`src/rtl/prio_irq_ctrl.sv`:
```
module prio_irq_ctrl #(
  parameter int NSRC     = 16,
  parameter int NEXT     = 5,
  parameter int VW       = 16,
  parameter int VEC_BASE = 4
) (
  input  logic                     clk,
  input  logic                     rst_n,
  input  logic                     cyc_start,
  input  logic [NSRC-1:0]          src_set,
  input  logic [NEXT-1:0]          ext_pin,
  input  logic [NEXT-1:0]          ext_pol,
  input  logic [NSRC-1:0]          flag_clr,
  input  logic [NSRC-1:0]          irq_en,
  input  logic [3*NSRC-1:0]        prio_flat,
  input  logic                     ipl_wr,
  input  logic [2:0]               ipl_wdata,
  input  logic                     alt_sel,
  input  logic                     sleep_mode,
  output logic [NSRC-1:0]          pend_flags,
  output logic [2:0]               cpu_ipl,
  output logic                     irq_take,
  output logic [VW-1:0]            irq_vec,
  output logic [$clog2(NSRC)-1:0]  irq_src,
  output logic                     wake
);
  localparam int IW = $clog2(NSRC);
  localparam logic [VW-1:0] DEF_BASE = VW'(VEC_BASE);
  localparam logic [VW-1:0] ALT_BASE = VW'(VEC_BASE + NSRC);

  logic [NEXT-1:0] pin_q;
  logic [NSRC-1:0] set_ev;
  logic [NSRC-1:0] samp;
  logic            samp_v;
  logic            win_ok;
  logic [IW-1:0]   win_idx;
  logic [2:0]      win_lvl;
  logic            accept;

  for (genvar g = 0; g < NSRC; g++) begin : g_set
    if (g < NEXT) begin : g_ext
      assign set_ev[g] = src_set[g] |
        (ext_pol[g] ? (pin_q[g] & ~ext_pin[g]) : (~pin_q[g] & ext_pin[g]));
    end else begin : g_int
      assign set_ev[g] = src_set[g];
    end
  end

  always_comb begin
    win_ok  = 1'b0;
    win_idx = '0;
    win_lvl = '0;
    for (int i = NSRC - 1; i >= 0; i--) begin
      if (samp[i] && (!win_ok || prio_flat[3*i +: 3] >= win_lvl)) begin
        win_ok  = 1'b1;
        win_idx = IW'(i);
        win_lvl = prio_flat[3*i +: 3];
      end
    end
  end

  assign accept = samp_v && win_ok && (win_lvl > cpu_ipl);

  always_ff @(posedge clk) begin
    if (!rst_n) begin
      pin_q      <= '0;
      pend_flags <= '0;
      samp       <= '0;
      samp_v     <= 1'b0;
      cpu_ipl    <= '0;
      irq_take   <= 1'b0;
      irq_vec    <= '0;
      irq_src    <= '0;
      wake       <= 1'b0;
    end else begin
      pin_q      <= ext_pin;
      pend_flags <= (pend_flags & ~flag_clr) | set_ev;
      samp_v     <= cyc_start;
      if (cyc_start) samp <= pend_flags & irq_en;
      irq_take   <= accept;
      wake       <= accept & sleep_mode;
      if (accept) begin
        irq_vec <= (alt_sel ? ALT_BASE : DEF_BASE) + VW'(win_idx);
        irq_src <= win_idx;
        cpu_ipl <= win_lvl;
      end else if (ipl_wr) begin
        cpu_ipl <= ipl_wdata;
      end
    end
  end

  assert_no_stray_flag_R2: assert property (@(posedge clk) disable iff (!rst_n)
    (pend_flags & ~$past(pend_flags) & ~$past(set_ev)) == '0);

  assert_level_rises_R4: assert property (@(posedge clk) disable iff (!rst_n)
    irq_take |-> (cpu_ipl > $past(cpu_ipl)));

  assert_take_after_capture_R10: assert property (@(posedge clk) disable iff (!rst_n)
    irq_take |-> $past(samp_v));

  assert_table_pick_R7: assert property (@(posedge clk) disable iff (!rst_n)
    irq_take |-> ((irq_vec >= ALT_BASE) == $past(alt_sel)));

  assert_wake_only_with_take_R9: assert property (@(posedge clk) disable iff (!rst_n)
    wake |-> irq_take);

  assert_wake_follows_sleep_R9: assert property (@(posedge clk) disable iff (!rst_n)
    irq_take |-> (wake == $past(sleep_mode)));
endmodule

```
`config.mk`:
```
export PLATFORM = sky130hd
export DESIGN_NAME = prio_irq_ctrl
export DESIGN_NICKNAME = d
export VERILOG_FILES = /design/src/rtl/prio_irq_ctrl.sv
export SDC_FILE = /design/constraint.sdc
export NUM_CORES = 1
export LEC_CHECK = 0
export ABC_AREA = 1
export CAP_MARGIN = 15
export CORE_MARGIN = 2
export CORE_UTILIZATION = 28
export DETAILED_ROUTE_END_ITERATION = 8
export DONT_BUFFER_PORTS = 1
export PLACE_DENSITY = 0.51
export REMOVE_ABC_BUFFERS = 1
export SLEW_MARGIN = 15
export SYNTH_ARGS = -nofsm -noshare
export SYNTH_HDL_FRONTEND = slang
export SYNTH_SLANG_ARGS = --single-unit
```
`constraint.sdc`:
```
create_clock -name clk -period 35.6 [get_ports clk]
set_input_delay 3.56 -clock clk [delete_from_list [all_inputs] [get_ports clk]]
set_output_delay 3.56 -clock clk [all_outputs]
set_load 0.05 [all_outputs]
```
==> reports/results.txt <==
Status -> completed
WHS Path Cells -> 2
Synth Flop Type -> dfxtp_1
Worst-path clk slew -> 0.07 ns
CP arrival -> 20.92 ns
Ys async rst share -> 0%
GP Congestion -> 0.852
Peak supply drop -> 0.0206 mV
Most frequent cells in the layout -> nand2_1 (134), inv_1 (92), nand3_1 (64), o21ai_0 (52), dfxtp_1 (51)
Dpl hpwl -> 9230 um
Dpl ws -> 14.62 ns
Synthesized instance count -> 613
CP max stage delay -> 0.33 ns
Die Ht -> 125 um
Initial core utilization -> 28.3%
RSZ-0062 raised after global routing -> no
Crit path time final -> 20.68 ns
Synth area leader -> dfxtp_1
Crit Path Max Fanout -> 13
# port buffers -> 0
Nets@finish -> 762
Vias in the first global route -> 3829
Antenna violations before repair -> 0
Hold WS -> 0.524 ns
Largest net degree at the start of global routing -> 33
Finished Layout Cells -> 792
Fill cell total of the finished layout -> 1591
Final WL -> 11000 um
Share of cells above drive strength 1 -> 9.54%
Htree depth -> 2
Main area contributors after synthesis -> dfxtp_1 (25%), nand2_1 (12%), ha_1 (12%)
Detailed Route Iter0 Violations -> 189
Avg Vias per Cell -> 4.76
Post-Syn Area per Cell -> 6.64 um2
Total power -> 0.181 mW
Fmax -> 48.4 MHz
Post-synthesis sequential area ratio -> 25.1%
Max Cap Viol -> 0
Worst hold-check path type -> reg -> reg
Synth warnings -> 0
Commonest non-fill, non-tap cell in the layout -> nand2_1
Diode count -> 0
Reg2Reg Depth -> 140
Fin area -> 4350 um2
Area Growth Syn to Fin -> 6.91%
Deepest clock path buffer count -> 2
WS Path Type -> in -> reg
Drt drc -> 0
Worst Max-Slew Pin Slew -> 0.968 ns
Num CTS Buffers -> 5
Vias -> 3769
Clock Skew -> 0.00729 ns
Fin. Hold Viols -> 0
Skew-Pair Late Insertion Delay -> 0.29 ns
Multi-input gate area -> 2560 um2
CTS tree -> yes
Final Worst Setup Slack -> 14.92 ns
Total clock sinks -> 51
CTS resizes -> 0
Crit-path most repeated cell -> nand2_1
Final ANT Viol Nets -> 0
Register area -> 1020 um2
Gr ovfl total -> 0
Period utilisation layout -> 58.1%
Placed insts -> 784
Relative max-transition margin -> 35.4%
CP max-delay cell -> ha_1
Post-synth top area share -> 25.1%
LEAKAGE -> 2.21 nW
First-pass GRT wire length -> 18100 um
Core ar. -> 14400 um2
Total Routing Usage GR -> 14.2%
Clock Tree Root -> clkbuf_16
# hold bufs at CTS -> 0
Row count -> 44
Final setup TNS -> 0 ns
# setup viols final -> 0
Pre-Repair DR Iteration Count -> 5
I/O pins -> 156
Average wire per standard cell -> 13.9 um
CP endpoint kind -> register
Post CTS Setup Buffer Count -> 0
Seq cells post-synth -> 51
DIE WIDTH -> 125 um
Post-Place Cell Area -> 4180 um2
Fin. max-slew vios -> 0
Die area -> 15500 um2
Finished Core Util -> 30.3%
Startpoint Class -> primary input
EDFF count, synth -> 0
Crit path required time -> 35.84 ns
Post-Syn Area -> 4070 um2
Post-synth cell types -> 39
Power Density -> 41.6 nW/um2
## path summary, 6_finish.rpt
kind	startpoint	to	slack [ns]
worst min register to register	samp[10]	samp[10]	0.52
worst min-delay path	samp[10]	samp[10]	0.52
worst max-delay path	prio_flat[47]	cpu_ipl[2]	14.92
worst max register to register	samp[15]	cpu_ipl[2]	17.66
## worst max-delay path: cells and delay by family
family,cells,cell delay [ns]
compound gates,34,5.00
fa+ha+maj,16,4.68
buf+inv,22,1.50
simple gates,68,6.07
## synth_stat cells, types with 5 or more instances
cell and number:
nand2_1 134, inv_1 92, nand3_1 64, o21ai_0 52, dfxtp_1 51, ha_1 40, nor2_1 36, a21oi_1 25
nand2_2 20, buf_4 13, nand2_4 10, and2_1 8, inv_2 7, clkbuf_1 6, nand4_1 6, nand3_2 5
nor3b_1 5, o41ai_1 5
## layout make-up
| type | count | share of cell area [%] |
|---|---|---|
| Clock buffer | 5 | 2.87 |
| Clock inverter | 3 | 1.06 |
| Inverter | 99 | 8.54 |
| Multi-Input combinational cell | 450 | 58.8 |
| Sequential cell | 51 | 23.5 |
| Tap cell | 184 | 5.29 |
## power by group
part / internal (mW) / total (mW) / switching, mW
Sequential: 0.0605 / 0.0731 / 0.0126
Clock: 0.0334 / 0.0558 / 0.0223
Combinational: 0.0195 / 0.0521 / 0.0326
Total: 0.113 / 0.181 / 0.0675
## sequential cells by signal, indices dropped and copies added, names as in the netlist
signal,cells
cpu_ipl,3
irq_src,4
irq_take,1
irq_vec,4
pend_flags,16
pin_q,5
samp,16
samp_v,1
wake,1
## kinds of logic after synthesis
logic type / after synthesis / share of synthesized area [%]
AO/OA/AOI/OAI: 97 / 13.4
XOR/XNOR: 1 / 0.215
adder cells (fa/ha/maj): 40 / 12.3
buffers and inverters: 121 / 12.9
flip-flops: 51 / 25.1
multiplexers: 1 / 0.246
other: 1 / 0.0921
AND/OR/NAND/NOR: 301 / 35.8
## metal layers
| metal | global-route usage [%] | up-vias | part of all wire (%) |
|---|---|---|---|
| met5 | 0 | - | 0 |
| met4 | 4.30 | 0 | 1.9 |
| met3 | 3.44 | 14 | 6.4 |
| met2 | 25.4 | 126 | 48 |
| met1 | 16.8 | 1665 | 43 |
| li1 | - | 1964 | - |
No activity file was read; power rests on OpenSTA's default activity.
